### config.mk
export PLATFORM = sky130hd
export DESIGN_NAME = gpio_edge_ctrl
export DESIGN_NICKNAME = d
export VERILOG_FILES = /design/src/rtl/gpio_edge_pkg.sv /design/src/rtl/gpio_edge_sync.sv /design/src/rtl/gpio_edge_detect.sv /design/src/rtl/gpio_edge_regs.sv /design/src/rtl/gpio_edge_ctrl.sv
export SDC_FILE = /design/constraint.sdc
export NUM_CORES = 1
export LEC_CHECK = 0
export CAP_MARGIN = 15
export CORE_MARGIN = 3
export CORE_UTILIZATION = 60
export CTS_CLUSTER_DIAMETER = 120
export CTS_CLUSTER_SIZE = 8
export DETAILED_ROUTE_END_ITERATION = 16
export GPL_ROUTABILITY_DRIVEN = 0
export HOLD_SLACK_MARGIN = 0.05
export PLACE_DENSITY = 0.84
export SETUP_SLACK_MARGIN = 0.5
export SLEW_MARGIN = 40
export SYNTH_ARGS = -nofsm -noshare
export SYNTH_HDL_FRONTEND = slang
export SYNTH_SLANG_ARGS = --single-unit
### constraint.sdc
create_clock -name clk -period 4.7 [get_ports clk]
set_input_delay 0.705 -clock clk [delete_from_list [all_inputs] [get_ports clk]]
set_output_delay 0.705 -clock clk [all_outputs]
set_load 0.01 [all_outputs]
### src/rtl/gpio_edge_pkg.sv
// Shared constants and types for the edge-capturing GPIO controller.
// Assumes a byte-addressed bus with word-aligned registers.
package gpio_edge_pkg;
    localparam logic [1:0] SIZE_WORD = 2'd2;

    localparam int OFS_DIR  = 'h00;
    localparam int OFS_ODR  = 'h04;
    localparam int OFS_DAT  = 'h08;
    localparam int OFS_EV   = 'h0C;
    localparam int OFS_MASK = 'h10;
    localparam int OFS_CTL  = 'h14;

    typedef enum logic [2:0] {
        SEL_DIR, SEL_ODR, SEL_DAT, SEL_EV, SEL_MASK, SEL_CTL, SEL_NONE
    } reg_sel_e;
endpackage

### src/rtl/gpio_edge_sync.sv
// Two-flop synchronizer for a vector of asynchronous pin levels.
// Assumes each bit is independent; no multi-bit coherence is implied.
module gpio_edge_sync #(
    parameter int W = 32
) (
    input  logic         clk,
    input  logic         rst_n,
    input  logic [W-1:0] async_in,
    output logic [W-1:0] sync_out
);
    logic [W-1:0] meta_q;

    // Two register stages to settle metastable samples.
    always_ff @(posedge clk) begin
        if (!rst_n) begin
            meta_q   <= '0;
            sync_out <= '0;
        end else begin
            meta_q   <= async_in;
            sync_out <= meta_q;
        end
    end
endmodule

### src/rtl/gpio_edge_detect.sv
// Per-pin edge detector. Compares the synchronized level with the level
// seen one cycle earlier and qualifies the change by direction and mode.
// Assumes sync_in is already in the clock domain.
module gpio_edge_detect #(
    parameter int W = 32
) (
    input  logic         clk,
    input  logic         rst_n,
    input  logic [W-1:0] sync_in,
    input  logic [W-1:0] dir,
    input  logic [W-1:0] fall_only,
    output logic [W-1:0] ev_set
);
    logic [W-1:0] prev_q;

    // Remember the last sampled level of every pin.
    always_ff @(posedge clk) begin
        if (!rst_n) prev_q <= '0;
        else        prev_q <= sync_in;
    end

    // Event request per pin: input direction, a change, and a mode match.
    for (genvar i = 0; i < W; i++) begin : g_bit
        logic changed, falling;
        assign changed   = sync_in[i] ^ prev_q[i];
        assign falling   = prev_q[i] & ~sync_in[i];
        assign ev_set[i] = ~dir[i] & changed & (~fall_only[i] | falling);
    end
endmodule

### src/rtl/gpio_edge_regs.sv
// Register file: decode, write side effects, sticky events and read mux.
// Assumes at most one access per cycle; a read returns pre-write values.
module gpio_edge_regs
    import gpio_edge_pkg::*;
#(
    parameter int W      = 32,
    parameter int ADDR_W = 8
) (
    input  logic              clk,
    input  logic              rst_n,
    input  logic [ADDR_W-1:0] bus_addr,
    input  logic [1:0]        bus_size,
    input  logic              bus_we,
    input  logic              bus_re,
    input  logic [W-1:0]      bus_wdata,
    output logic [W-1:0]      bus_rdata,
    input  logic [W-1:0]      sync_in,
    input  logic [W-1:0]      ev_set,
    output logic [W-1:0]      dir_q,
    output logic [W-1:0]      dat_q,
    output logic [W-1:0]      ev_q,
    output logic [W-1:0]      mask_q,
    output logic [W-1:0]      ctl_q
);
    reg_sel_e     sel;
    logic [W-1:0] odr_q;
    logic [W-1:0] rd_val;
    logic [W-1:0] clr_bits;
    logic         wr_dat;

    // Decode a full-word access to a register select.
    always_comb begin
        sel = SEL_NONE;
        if (bus_size == SIZE_WORD) begin
            case (bus_addr)
                ADDR_W'(OFS_DIR):  sel = SEL_DIR;
                ADDR_W'(OFS_ODR):  sel = SEL_ODR;
                ADDR_W'(OFS_DAT):  sel = SEL_DAT;
                ADDR_W'(OFS_EV):   sel = SEL_EV;
                ADDR_W'(OFS_MASK): sel = SEL_MASK;
                ADDR_W'(OFS_CTL):  sel = SEL_CTL;
                default:           sel = SEL_NONE;
            endcase
        end
    end

    assign wr_dat   = bus_we && (sel == SEL_DAT);
    assign clr_bits = (bus_we && (sel == SEL_EV)) ? bus_wdata : '0;

    // Plain configuration registers.
    always_ff @(posedge clk) begin
        if (!rst_n) begin
            dir_q  <= '0;
            odr_q  <= '0;
            mask_q <= '0;
            ctl_q  <= '0;
        end else if (bus_we) begin
            if (sel == SEL_DIR)  dir_q  <= bus_wdata;
            if (sel == SEL_ODR)  odr_q  <= bus_wdata;
            if (sel == SEL_MASK) mask_q <= bus_wdata;
            if (sel == SEL_CTL)  ctl_q  <= bus_wdata;
        end
    end

    // Data: outputs take software writes, inputs track the synchronized pins.
    always_ff @(posedge clk) begin
        if (!rst_n) dat_q <= '0;
        else        dat_q <= (dir_q & (wr_dat ? bus_wdata : dat_q)) | (~dir_q & sync_in);
    end

    // Sticky events: write-one-to-clear, a same-cycle hardware set wins.
    always_ff @(posedge clk) begin
        if (!rst_n) ev_q <= '0;
        else        ev_q <= (ev_q & ~clr_bits) | ev_set;
    end

    // Read multiplexer; unmapped or partial accesses read as zero.
    always_comb begin
        case (sel)
            SEL_DIR:  rd_val = dir_q;
            SEL_ODR:  rd_val = odr_q;
            SEL_DAT:  rd_val = dat_q;
            SEL_EV:   rd_val = ev_q;
            SEL_MASK: rd_val = mask_q;
            SEL_CTL:  rd_val = ctl_q;
            default:  rd_val = '0;
        endcase
    end

    // Registered read data, loaded on a read strobe.
    always_ff @(posedge clk) begin
        if (!rst_n)      bus_rdata <= '0;
        else if (bus_re) bus_rdata <= rd_val;
    end
endmodule

### src/rtl/gpio_edge_ctrl.sv
// Top of the edge-capturing GPIO controller. Reverses pin order into
// register bit order, synchronizes inputs, detects edges, holds the
// registers and forms the level interrupt.
// Assumes pin_in is asynchronous and pin_out/pin_oe feed a pad ring.
module gpio_edge_ctrl #(
    parameter int NPINS  = 32,
    parameter int ADDR_W = 8
) (
    input  logic              clk,
    input  logic              rst_n,
    input  logic [ADDR_W-1:0] bus_addr,
    input  logic [1:0]        bus_size,
    input  logic              bus_we,
    input  logic              bus_re,
    input  logic [NPINS-1:0]  bus_wdata,
    output logic [NPINS-1:0]  bus_rdata,
    input  logic [NPINS-1:0]  pin_in,
    output logic [NPINS-1:0]  pin_out,
    output logic [NPINS-1:0]  pin_oe,
    output logic              irq
);
    logic [NPINS-1:0] in_bits;
    logic [NPINS-1:0] sync_bits;
    logic [NPINS-1:0] ev_set;
    logic [NPINS-1:0] dir_q, dat_q, ev_q, mask_q, ctl_q;

    // Pin n maps to register bit NPINS-1-n in both directions.
    for (genvar n = 0; n < NPINS; n++) begin : g_pin
        localparam int B = NPINS - 1 - n;
        assign in_bits[B] = pin_in[n];
        assign pin_oe[n]  = dir_q[B];
        assign pin_out[n] = dir_q[B] & dat_q[B];
    end

    gpio_edge_sync #(.W(NPINS)) u_sync (
        .clk      (clk),
        .rst_n    (rst_n),
        .async_in (in_bits),
        .sync_out (sync_bits)
    );

    gpio_edge_detect #(.W(NPINS)) u_detect (
        .clk       (clk),
        .rst_n     (rst_n),
        .sync_in   (sync_bits),
        .dir       (dir_q),
        .fall_only (ctl_q),
        .ev_set    (ev_set)
    );

    gpio_edge_regs #(.W(NPINS), .ADDR_W(ADDR_W)) u_regs (
        .clk       (clk),
        .rst_n     (rst_n),
        .bus_addr  (bus_addr),
        .bus_size  (bus_size),
        .bus_we    (bus_we),
        .bus_re    (bus_re),
        .bus_wdata (bus_wdata),
        .bus_rdata (bus_rdata),
        .sync_in   (sync_bits),
        .ev_set    (ev_set),
        .dir_q     (dir_q),
        .dat_q     (dat_q),
        .ev_q      (ev_q),
        .mask_q    (mask_q),
        .ctl_q     (ctl_q)
    );

    // Interrupt level: any enabled pending event.
    assign irq = |(ev_q & mask_q);
endmodule

### After elaboration in Yosys (flattened, before gate mapping)

Index checks and enable logic that the tools add are counted.

* register bits: 320
* latch bits: 0
* memory bits (writable): 0
* ROM bits: 0
* logic and storage cells: 331
* memories: 0

* $add $sub $neg: 0
* multipliers: 0
* div/mod/pow operators: 0
* order comparisons: 0
* equality and inequality tests: 11
* shift-type cells: 0
* multiplexer cells: 5
* bitwise gates (word level): 296
* reduce and logical (&&, ||, !) cells: 9

Operators with widths (number)
* case mux 32 bit (6 select lines): 1
* AND 1 bit: 128
* AND 32 bit: 4
* inverter 1 bit: 96
* two-way mux 32 bit: 2
* inverter 32 bit: 2
* OR 32 bit: 2
* OR 1 bit: 32
* OR reduction 32 bit: 1
* bitwise XOR 1 bit: 32
* case mux 3 bit (6 select lines): 1
* == test 8 x 4 -> 1 bit (second input constant): 2
* == test 8 x 5 -> 1 bit (second input constant): 2
* == test 8 x 3 -> 1 bit (second input constant): 1
* zero test 8 bit: 1
* AND reduction 2 bit: 4
* == test 3 x 2 -> 1 bit (second input constant): 2
* == test 3 bit (second input constant): 2
* == test 3 x 1 -> 1 bit (second input constant): 1
* zero test 3 bit: 1
* two-way mux 3 bit: 1
* == test 2 bit (second input constant): 1
* logical AND 1 bit: 2

### Logic depth before layout (Yosys ltp)

Gate-level depths: netlist (run 1).

* depth in word-level cells: 9
* gate-level depth with buffers: 7

### Hierarchy

A second synthesis (run 1) with hierarchy kept.

* cell total of the unflattened synthesis: 1537
* area, all modules: 14572.7 um2

Modules (own cells, without submodules)
* gpio_edge_regs: instances 1, cells an instance 1155, area an instance 10646.5 um2, sequential area each 4484.3 um2
* gpio_edge_sync: instances 1, cells an instance 134, area an instance 1791.7 um2, sequential area each 1281.2 um2
* gpio_edge_detect: instances 1, cells an instance 195, area an instance 1776.7 um2, sequential area each 640.6 um2
* gpio_edge_ctrl: instances 1, cells an instance 53, area an instance 357.8 um2, sequential area each 0.0 um2

### Least setup slack after synthesis (run 1)

Ideal clock, no wire load.

* kind: in2reg
* start point: input port bus_addr[0]
* end point: register u_regs.ev_q[10]
* setup time: 115 ps
* arrival: 1985 ps
* path slack: 2600 ps
* stages on the path: 6
* buffers on the path: 2
* cells stage by stage: nor3_1 buf_2 and4_1 clkbuf_1 a21boi_0 o21a_1

* cells in the longest elaborated chain, start to end: 9
* elaborated cells between the ends (all ways): 14
* those cells by class: eq/ne: 6; mux: 3; bitwise: 3; reduce/logical: 2

RTL lines
* start: declaration: line gpio_edge_ctrl.sv:11 `input logic [ADDR_W-1:0] bus_addr,`
* == test 8 x 5 -> 1 bit, or another cell as far along: line gpio_edge_regs.sv:35 `case (bus_addr)`
* case mux 3 bit (6 select lines) (*): line gpio_edge_regs.sv:35
* two-way mux 3 bit (*): line gpio_edge_regs.sv:34 `if (bus_size == SIZE_WORD) begin`
* == test 3 x 2 -> 1 bit (*): line gpio_edge_regs.sv:48 `assign clr_bits = (bus_we && (sel == SEL_EV)) ? bus_wdata : '0;`
* logical AND 1 bit (*): line gpio_edge_regs.sv:48
* two-way mux 32 bit (*): line gpio_edge_regs.sv:48
* inverter 32 bit (*): line gpio_edge_regs.sv:74 `else ev_q <= (ev_q & ~clr_bits) | ev_set;`
* AND 32 bit (*): line gpio_edge_regs.sv:74
* OR 32 bit (*): line gpio_edge_regs.sv:74
* end signal: assignment: line gpio_edge_regs.sv:74
* end: declaration: line gpio_edge_regs.sv:21 `output logic [W-1:0] ev_q,`

Every way passes the cells marked *; elsewhere a longest branch is shown, timed or not.
A chain may end at the register's enable or synchronous reset.

### Final worst setup path (run 1)

* start point: register u_regs.ev_q[27]
* end point: output port irq

* cells in the longest elaborated chain, start to end: 2

RTL lines
* AND 32 bit: line gpio_edge_ctrl.sv:70 `assign irq = |(ev_q & mask_q);`
* OR reduction 32 bit: line gpio_edge_ctrl.sv:70
* end: declaration: line gpio_edge_ctrl.sv:20 `output logic irq`

No other way between the ends.

==> flow_metrics.env, run 1 <==
export IMPL_post_drt_via_cell_ratio=6.04
export IMPL_crit_type="register to primary output"
export IMPL_crit_slowest_cell="or4_1"
export IMPL_cp_required_ps=3990
export IMPL_cp_num_buf_inv=1
export IMPL_clkSlewWorstSetupHoldPaths_ps=50
export IMPL_fin_cells=1990
export IMPL_start_kind="register"
export IMPL_maxCapViolations=0
export IMPL_wl_per_cell_um=19.6
export IMPL_switchingPower_mw=1.31
export IMPL_place_inst=1942
export IMPL_cts_buffers=45
export IMPL_grt_pass1_wl_mm=61.1
export IMPL_drv_slew=0
export IMPL_critPathMaxStageDelay_ps=590
export IMPL_final_common_cell="dfxtp_1"
export IMPL_cts_resized=0
export IMPL_reg2regPathDepth=4
export IMPL_swShare_pct=22.1
export IMPL_syn_nets=1674
export IMPL_synth_edf_count=0
export IMPL_path_max_fanout=3
export IMPL_fin_crit_sh_pct=66.3
export IMPL_hold_buffers=0
export IMPL_postRouteAntennaNets=0
export IMPL_clockRootBuffer="clkbuf_16"
export IMPL_status="complete, no violations"
export IMPL_path_depth=4
export IMPL_power_density_nw_per_um2=351
export IMPL_pre_cts_ws_ps=1260
export IMPL_finalSetupViolations=0
export IMPL_finalHoldViolCount=0
export IMPL_synth_ff_type="dfxtp_1"
export IMPL_grt_pass1_vias=11600
export IMPL_antenna_found_initial=0
export IMPL_die_w_um=158
export IMPL_arrival_ps=2410
export IMPL_worstReg2RegStart="u_regs.dir_q[6]"
export IMPL_clock_power_share_pct=46.4
export IMPL_synthToLayoutAreaGrowth_pct=22.1
export IMPL_startpoint="u_regs.ev_q[27]"
export IMPL_drcViolationCount=0
export IMPL_dieArea_um2=24900
export IMPL_hp_class="register to register"
export IMPL_critPathCapture="irq"
export IMPL_diodes=0
export IMPL_cts_setup_buffers=0
export IMPL_drt_initial_drc_count=1286
export IMPL_clockBufferDepth=3
export IMPL_cts_tree="yes"
export IMPL_regToRegEndpoint="u_regs.bus_rdata[6]"
export IMPL_seq_power_share_pct=47.8
export IMPL_post_route_util_pct=76.0
export IMPL_p_comb_share_pct=5.8
export IMPL_synth_warnings=0
export IMPL_synthArstFlopShare_pct=0
export IMPL_drtPass1Iterations=5
export IMPL_setup_tns_final_ps=0
export IMPL_synthesis_area_um2=13800
export IMPL_seq_area_frac_synth_pct=46.3
export IMPL_grt_overflow_total=0
export IMPL_die_y_um=158
export IMPL_drive_gt1_share_pct=7.08
export IMPL_crit_chain="a22oi_1 > nand4_1 > or4_1 > clkdlybuf4s50_1"
export IMPL_syn_area_per_cell_um2=8.85
export IMPL_relSlewSlack_pct=41.9
export IMPL_final_nets=1820
export IMPL_grt_start_max_net_pins=154
export IMPL_start_util_pct=62.2
export IMPL_clock_sinks=320
export IMPL_r2r_slack_ps=3090
export IMPL_port_buffers=174
export IMPL_tightest_slew_ps=871
export IMPL_final_cell_mix="dfxtp_1 (320), nand2_1 (267), clkdlybuf4s50_1 (171)"
export IMPL_fp_row_count=54
export IMPL_p_leak_nw=6.02
export IMPL_yosys_register_bits=320
export IMPL_synthCells=1564
export IMPL_dpl_instance_area_um2=15700
export IMPL_cp_end_kind="primary output"
export IMPL_ys_types=49
export IMPL_holdWs_ps=429
export IMPL_pin_count=175
export IMPL_finish_instance_area_um2=16900
export IMPL_intPower_mw=4.61
export IMPL_grt_util_all_layers_pct=30.7
export IMPL_via_count=12000
export IMPL_peakVddDrop_mv=0.256
export IMPL_setup_slack_ps=1580
export IMPL_dpl_hpwl_mm=25.1
export IMPL_clock_latency_ps=530
export IMPL_core_um2=22200
export IMPL_wl_mm=38.9
export IMPL_path_delay_family="simple AND/OR/NAND/NOR gates"
export IMPL_max_freq_mhz=321
export IMPL_htree_levels=2
export IMPL_finalClockSkew_ps=8.08
export IMPL_period_needed_ps=3120
export IMPL_rsz0062_at_grt="false"
export IMPL_power_mw=5.92
## power groups by stage
stage / combinational [mW] / sequential, mW / clock [mW]
2_1_floorplan: 0.198 / 2.86 / 0
5_1_grt: 0.372 / 2.83 / 2.89
6_report: 0.344 / 2.83 / 2.75
3_5_place_dp: 0.332 / 2.88 / 0
3_3_place_gp: 0.325 / 2.88 / 0
4_1_cts: 0.336 / 2.83 / 2.78
## layout make-up
type                       count  area (um2)
clock buffer                  45        1130
clock inverter                 2        17.5
fill                        1575        5340
inverter                      65         244
multi-input combinational   1073        6720
sequential                   320        6410
tap                          280         350
timing repair buffer         205        2030
## how the worst min path moves through the flow
stage	start	endpoint	slack, ps	cells past startpoint
6_report	u_sync.meta_q[30]	u_sync.sync_out[30]	430	1
5_1_grt	u_sync.meta_q[4]	u_sync.sync_out[4]	440	1
4_1_cts	u_sync.meta_q[31]	u_sync.sync_out[31]	430	1
3_5_place_dp	u_sync.meta_q[13]	u_sync.sync_out[13]	420	1
3_3_place_gp	u_sync.meta_q[2]	u_sync.sync_out[2]	410	1
2_1_floorplan	u_sync.meta_q[0]	u_sync.sync_out[0]	410	1
## Yosys cell counts (2+ instances only)
| cell type | count | area share [%] |
|---|---|---|
| and2_2 | 8 | 0.43 |
| nand3_1 | 33 | 1.2 |
| or2_2 | 9 | 0.41 |
| nand2_1 | 267 | 7.2 |
| a21oi_1 | 62 | 2.2 |
| o21a_1 | 32 | 1.7 |
| o21ai_0 | 113 | 4.1 |
| nor2b_1 | 22 | 0.99 |
| o311ai_0 | 4 | 0.25 |
| clkbuf_1 | 69 | 1.9 |
| o221ai_1 | 4 | 0.25 |
| a21boi_0 | 96 | 5.2 |
| clkbuf_2 | 2 | 0.072 |
| nor3_1 | 2 | 0.072 |
| nand4_1 | 9 | 0.41 |
| clkbuf_8 | 2 | 0.20 |
| a211oi_1 | 32 | 1.7 |
| nor2_1 | 2 | 0.054 |
| buf_6 | 4 | 0.33 |
| and2b_2 | 8 | 0.51 |
| a22o_1 | 9 | 0.57 |
| nor3b_1 | 5 | 0.27 |
| dfxtp_1 | 320 | 46 |
| a22oi_1 | 25 | 1.4 |
| o22ai_1 | 18 | 0.81 |
| and3_1 | 5 | 0.23 |
| nand2b_1 | 2 | 0.090 |
| a31oi_1 | 32 | 1.4 |
| ha_1 | 32 | 2.9 |
| and2_1 | 139 | 6.3 |
| inv_1 | 65 | 1.8 |
| or4b_2 | 4 | 0.29 |
| and4_1 | 5 | 0.32 |
| buf_2 | 25 | 0.90 |
| buf_1 | 3 | 0.081 |
| mux2i_1 | 82 | 5.9 |
## registers in the layout (all words and copies together), names as in the netlist, named ones only
register	cells
u_detect.prev_q	32
u_regs.bus_rdata	32
u_regs.ctl_q	32
u_regs.dir_q	32
u_regs.ev_q	32
u_regs.mask_q	32
u_regs.odr_q	32
u_sync.meta_q	32
u_sync.sync_out	32
## per-layer routing
layer,global-route usage (%),vias to the layer above,wire (um)
met5,0,-,0
met4,12.7,0,1350
met3,4.78,121,3320
met2,49.9,587,18100
met1,40.9,5665,16100
li1,-,5640,-
## logic make-up after synthesis
kind of cell             Yosys count  share of synthesized area, %
buffers and inverters            171                          5.27
flip-flops                       320                          46.3
AO/OA/AOI/OAI                    429                          19.8
adder cells (fa/ha/maj)           32                          2.89
AND/OR/NAND/NOR                  529                          19.6
multiplexers                      83                          6.10
(Power assumes the default switching activity.)
==> inputs of run 2 (changes only) <==
--- a/config.mk
+++ b/config.mk
@@ -7,13 +7,13 @@
 export LEC_CHECK = 0
 export CAP_MARGIN = 15
 export CORE_MARGIN = 3
-export CORE_UTILIZATION = 60
+export CORE_UTILIZATION = 50
 export CTS_CLUSTER_DIAMETER = 120
 export CTS_CLUSTER_SIZE = 8
 export DETAILED_ROUTE_END_ITERATION = 16
 export GPL_ROUTABILITY_DRIVEN = 0
 export HOLD_SLACK_MARGIN = 0.05
-export PLACE_DENSITY = 0.84
+export PLACE_DENSITY = 0.75
 export SETUP_SLACK_MARGIN = 0.5
 export SLEW_MARGIN = 40
 export SYNTH_ARGS = -nofsm -noshare
==> constraint.sdc (replaced) <==
create_clock -name clk -period 2.8 [get_ports clk]
set_input_delay 0.42 -clock clk [delete_from_list [all_inputs] [get_ports clk]]
set_output_delay 0.42 -clock clk [all_outputs]
set_load 0.01 [all_outputs]
==> run 2 against run 1 <==
Compared with the run above: cell count grew 5.8%; critical endpoint unchanged; register-to-register slack lost 1900 ps; via count down 0.52%.
==> flow_metrics.env, run 2 (synthesis results as in run 1) <==
export IMPL_status="complete, no violations"
export IMPL_drv_slew=0
export IMPL_synthToLayoutAreaGrowth_pct=25.0
export IMPL_via_count=12000
export IMPL_cp_end_kind="primary output"
export IMPL_finalClockSkew_ps=15.7
export IMPL_clock_latency_ps=530
export IMPL_path_max_fanout=2
export IMPL_r2r_slack_ps=1170
export IMPL_clkSlewWorstSetupHoldPaths_ps=50
export IMPL_cp_required_ps=2380
export IMPL_die_w_um=172
export IMPL_fin_crit_sh_pct=83.5
export IMPL_port_buffers=174
export IMPL_rsz0062_at_grt="true"
export IMPL_start_util_pct=51.1
export IMPL_path_delay_family="simple AND/OR/NAND/NOR gates"
export IMPL_post_route_util_pct=63.8
export IMPL_postRouteAntennaNets=0
export IMPL_wl_mm=40.4
export IMPL_setup_tns_final_ps=0
export IMPL_pin_count=175
export IMPL_power_density_nw_per_um2=583
export IMPL_finalSetupViolations=0
export IMPL_critPathMaxStageDelay_ps=560
export IMPL_grt_start_max_net_pins=95
export IMPL_hold_buffers=0
export IMPL_htree_levels=2
export IMPL_antenna_found_initial=1
export IMPL_die_y_um=172
export IMPL_grt_pass1_vias=11700
export IMPL_grt_util_all_layers_pct=26.9
export IMPL_post_drt_via_cell_ratio=5.68
export IMPL_cts_tree="yes"
export IMPL_arrival_ps=1920
export IMPL_hp_class="register to register"
export IMPL_relSlewSlack_pct=59.5
export IMPL_final_cell_mix="dfxtp_1 (307), nand2_1 (267), clkdlybuf4s50_1 (170)"
export IMPL_clockRootBuffer="clkbuf_16"
export IMPL_grt_pass1_wl_mm=63.1
export IMPL_period_needed_ps=2340
export IMPL_drcViolationCount=0
export IMPL_clock_sinks=320
export IMPL_maxCapViolations=0
export IMPL_start_kind="register"
export IMPL_drive_gt1_share_pct=9.58
export IMPL_p_leak_nw=6.16
export IMPL_setup_slack_ps=461
export IMPL_max_freq_mhz=427
export IMPL_path_depth=4
export IMPL_fp_row_count=60
export IMPL_cts_buffers=45
export IMPL_pre_cts_ws_ps=386
export IMPL_dpl_hpwl_mm=27.0
export IMPL_finalHoldViolCount=0
export IMPL_min_path_cells=1
export IMPL_final_nets=1841
export IMPL_clockBufferDepth=3
export IMPL_crit_type="register to primary output"
export IMPL_cp_num_buf_inv=1
export IMPL_tightest_slew_ps=608
export IMPL_wl_per_cell_um=19.2
export IMPL_final_common_cell="dfxtp_1"
export IMPL_reg2regPathDepth=4
export IMPL_drt_initial_drc_count=995
export IMPL_core_um2=27100
export IMPL_drtPass1Iterations=5
export IMPL_crit_chain="a22oi_2 > nand4_1 > or4_4 > buf_6"
export IMPL_peakVddDrop_mv=0.404
export IMPL_dieArea_um2=29700
export IMPL_grt_overflow_total=0
export IMPL_crit_slowest_cell="or4_4"
## run 2: cell count changes in the layout (fill, tap and decap cells not counted), moves of 2 or more
cell	change
a22oi_2	+11
dfxtp_4	+2
clkbuf_16	+2
dfxtp_1	-13
buf_4	+19
buf_12	+3
dfxtp_2	+11
a22oi_1	-11
## run 2: worst register-to-register path: stages, from the launching register on
cell and delay [ps]:
dfxtp_1 450, or4b_2 600, o221ai_1 90, o311ai_0 210
o21ai_0 200
## run 2: repair_timing
action / in CTS / in global routing
gates resized for setup: 29 / 3
endpoints found under the hold margin: 0 / 0
endpoints found under the setup margin: 1 / 1
pin swaps: 11 / 0
cloned: 0 / 0
setup buffers: 3 / 0
## run 2: final cells by class
class / instances / area (um2)
fill: 2246 / 9810
multi-input combinational: 1073 / 6760
sequential: 320 / 6430
timing repair buffer: 226 / 2200
clock buffer: 47 / 1180
tap: 372 / 465
inverter: 65 / 244
clock inverter: 1 / 8.76
antenna: 1 / 2.50
## run 2: routing by layer
| metal | wire length [um] | share of wire, % | track usage [%] | vias to the layer above |
|---|---|---|---|---|
| met5 | 0 | 0 | 0 | - |
| met2 | 18300 | 45 | 42.9 | 497 |
| met1 | 17200 | 43 | 35.6 | 5645 |
| met3 | 3190 | 7.9 | 5.35 | 109 |
| met4 | 1700 | 4.2 | 11.7 | 0 |
| li1 | - | - | - | 5699 |
## run 2: metrics by stage
step | hold WS (ps) | area, um2 | power [mW] | cells
global route | 438 | 17300 | 10.4 | 2104
global placement | 414 | 16000 | 5.40 | 2053
finish | 429 | 17300 | 10.1 | 2105
CTS | 430 | 17300 | 10.1 | 2104
detailed placement | 419 | 16000 | 5.41 | 2053
floorplan | 412 | 13800 | 5.13 | 1564
## run 2: final timing paths
path | from | to
worst min-delay path | u_sync.meta_q[4] | u_sync.sync_out[4]
worst max register to register | u_regs.dir_q[6] | u_regs.bus_rdata[6]
worst min register to register | u_sync.meta_q[4] | u_sync.sync_out[4]
worst max-delay path | u_regs.mask_q[22] | irq
## run 2: power by group
group	switching (mW)	internal [mW]
clock network	1.82	2.92
logic	0.311	0.283
registers	0.0814	4.67
total	2.22	7.87
==> inputs of run 3 (changes only) <==
--- a/config.mk
+++ b/config.mk
@@ -7,13 +7,13 @@
 export LEC_CHECK = 0
 export CAP_MARGIN = 15
 export CORE_MARGIN = 3
-export CORE_UTILIZATION = 50
+export CORE_UTILIZATION = 56
 export CTS_CLUSTER_DIAMETER = 120
 export CTS_CLUSTER_SIZE = 8
 export DETAILED_ROUTE_END_ITERATION = 16
 export GPL_ROUTABILITY_DRIVEN = 0
 export HOLD_SLACK_MARGIN = 0.05
-export PLACE_DENSITY = 0.75
+export PLACE_DENSITY = 0.8
 export SETUP_SLACK_MARGIN = 0.5
 export SLEW_MARGIN = 40
 export SYNTH_ARGS = -nofsm -noshare
==> constraint.sdc (replaced) <==
create_clock -name clk -period 2.35 [get_ports clk]
set_input_delay 0.3525 -clock clk [delete_from_list [all_inputs] [get_ports clk]]
set_output_delay 0.3525 -clock clk [all_outputs]
set_load 0.01 [all_outputs]
==> run 3 against run 2 <==
Compared with the run above: via count rose by 3.3%; clock skew fell by 2.7 ps; clock power rose by 18%; critical path depth did not move; register-to-register slack got worse by 330 ps; first-iteration DRC count rose by 23%; hold slack got worse by 35 ps; non-clock buffer count rose by 7; combinational power rose by 23%; routed wire length rose by 1.6%; largest cell class unchanged; largest power group unchanged.
==> flow_metrics.env, run 3 (synthesis results as in run 1) <==
export IMPL_drcViolationCount=0
export IMPL_path_max_fanout=3
export IMPL_final_nets=1848
export IMPL_final_common_cell="dfxtp_1"
export IMPL_status="complete, no violations"
export IMPL_clock_latency_ps=530
export IMPL_peakVddDrop_mv=0.434
export IMPL_cp_end_kind="primary output"
export IMPL_dieArea_um2=26600
export IMPL_wl_mm=41.1
export IMPL_worstReg2RegStart="u_regs.dir_q[1]"
export IMPL_start_kind="register"
export IMPL_switchingPower_mw=2.66
export IMPL_postRouteAntennaNets=0
export IMPL_regToRegEndpoint="u_regs.bus_rdata[1]"
export IMPL_period_needed_ps=2280
export IMPL_holdWs_ps=393
export IMPL_drive_gt1_share_pct=11.6
export IMPL_fin_crit_sh_pct=97.1
export IMPL_port_buffers=174
export IMPL_seq_power_share_pct=47.2
export IMPL_diodes=0
export IMPL_htree_levels=2
export IMPL_grt_pass1_wl_mm=64.4
export IMPL_clkSlewWorstSetupHoldPaths_ps=50
export IMPL_arrival_ps=1930
export IMPL_clockBufferDepth=3
export IMPL_dpl_hpwl_mm=27.4
export IMPL_min_path_cells=2
export IMPL_grt_overflow_total=0
export IMPL_finalSetupViolations=0
export IMPL_post_drt_via_cell_ratio=6.00
export IMPL_rsz0062_at_grt="true"
export IMPL_hold_end="u_sync.meta_q[19]"
export IMPL_p_leak_nw=6.53
export IMPL_finalHoldViolCount=0
export IMPL_crit_slowest_cell="or4_4"
export IMPL_finish_instance_area_um2=17400
export IMPL_crit_chain="a22oi_2 > nand4_1 > or4_4 > buf_6"
export IMPL_wl_per_cell_um=20.0
export IMPL_path_delay_family="simple AND/OR/NAND/NOR gates"
export IMPL_antenna_found_initial=0
export IMPL_cp_required_ps=2000
export IMPL_final_cell_mix="dfxtp_1 (278), nand2_1 (267), and2_1 (139)"
export IMPL_post_route_util_pct=72.8
export IMPL_p_comb_share_pct=6.1
export IMPL_die_w_um=163
export IMPL_r2r_slack_ps=840
export IMPL_pre_cts_ws_ps=-102
export IMPL_drt_initial_drc_count=1225
export IMPL_start_util_pct=57.9
export IMPL_drtPass1Iterations=5
export IMPL_dpl_instance_area_um2=16100
export IMPL_critPathMaxStageDelay_ps=570
export IMPL_reg2regPathDepth=4
export IMPL_grt_start_max_net_pins=110
export IMPL_power_density_nw_per_um2=688
export IMPL_fp_row_count=56
export IMPL_clock_power_share_pct=46.7
export IMPL_max_freq_mhz=438
export IMPL_grt_util_all_layers_pct=30.4
export IMPL_clock_sinks=320
export IMPL_setup_slack_ps=68.1
export IMPL_clockRootBuffer="clkbuf_16"
export IMPL_hp_start="pin_in[12]"
export IMPL_core_um2=23900
export IMPL_synthToLayoutAreaGrowth_pct=25.7
export IMPL_die_y_um=163
export IMPL_grt_pass1_vias=12100
export IMPL_tightest_slew_ps=692
export IMPL_via_count=12300
export IMPL_drv_slew=0
export IMPL_swShare_pct=22.3
export IMPL_crit_type="register to primary output"
export IMPL_finalClockSkew_ps=13.0
export IMPL_pin_count=175
export IMPL_cp_num_buf_inv=1
export IMPL_power_mw=12.0
export IMPL_cts_tree="yes"
export IMPL_maxCapViolations=0
export IMPL_cts_buffers=45
export IMPL_intPower_mw=9.30
export IMPL_hp_class="input port to register"
export IMPL_relSlewSlack_pct=53.8
export IMPL_fill_cells=1739
[run 3: final cells by class]
class | count | area, um2 | area share, %
well taps | 319 | 399 | 2.29
clock inverters | 1 | 16.3 | 0.0935
clock buffers | 46 | 1150 | 6.62
flip-flops and latches | 320 | 6500 | 37.4
repair buffers | 233 | 2320 | 13.3
multi-input cells | 1073 | 6760 | 38.9
inverters | 65 | 244 | 1.40
[run 3: repair_timing]
action	in CTS	in global routing
setup buffers	1	0
gates cloned	0	0
gates resized for setup	97	19
pin swaps	3	6
setup endpoints to repair	66	11
hold buffers	0	0
[run 3: how the worst max path moves through the flow]
stage               slack (ps)  cells past startpoint                  end              start
floorplan                  600                      6      u_regs.ev_q[10]        bus_addr[0]
global route                40                      4                  irq  u_regs.mask_q[22]
global placement           -30                      7  u_regs.bus_rdata[1]        bus_addr[4]
finish                      70                      4                  irq  u_regs.mask_q[18]
CTS                         80                      4                  irq  u_regs.mask_q[22]
detailed placement        -100                      7  u_regs.bus_rdata[6]        bus_addr[4]
[run 3: stage by stage]
stage          setup TNS, ps  cells
3_3_place_gp           -29.0   2009
4_1_cts                    0   2057
2_1_floorplan              0   1564
5_1_grt                    0   2057
6_report                   0   2057
3_5_place_dp            -104   2009
[run 3: power by group through the flow]
| stage | clock, mW | sequential [mW] | combinational [mW] |
|---|---|---|---|
| 3_5_place_dp | 0 | 5.75 | 0.712 |
| 4_1_cts | 5.61 | 5.63 | 0.721 |
| 3_3_place_gp | 0 | 5.75 | 0.700 |
| 2_1_floorplan | 0 | 5.71 | 0.396 |
| 6_report | 5.59 | 5.64 | 0.733 |
| 5_1_grt | 5.87 | 5.64 | 0.787 |
[run 3: per-layer routing]
metal | global-route usage [%] | routed length, um | vias to the layer above
met1 | 40.9 | 17400 | 5913
met5 | 0 | 0 | -
met4 | 12.7 | 1550 | 0
met2 | 48.5 | 18900 | 599
li1 | - | - | 5708
met3 | 5.17 | 3240 | 123
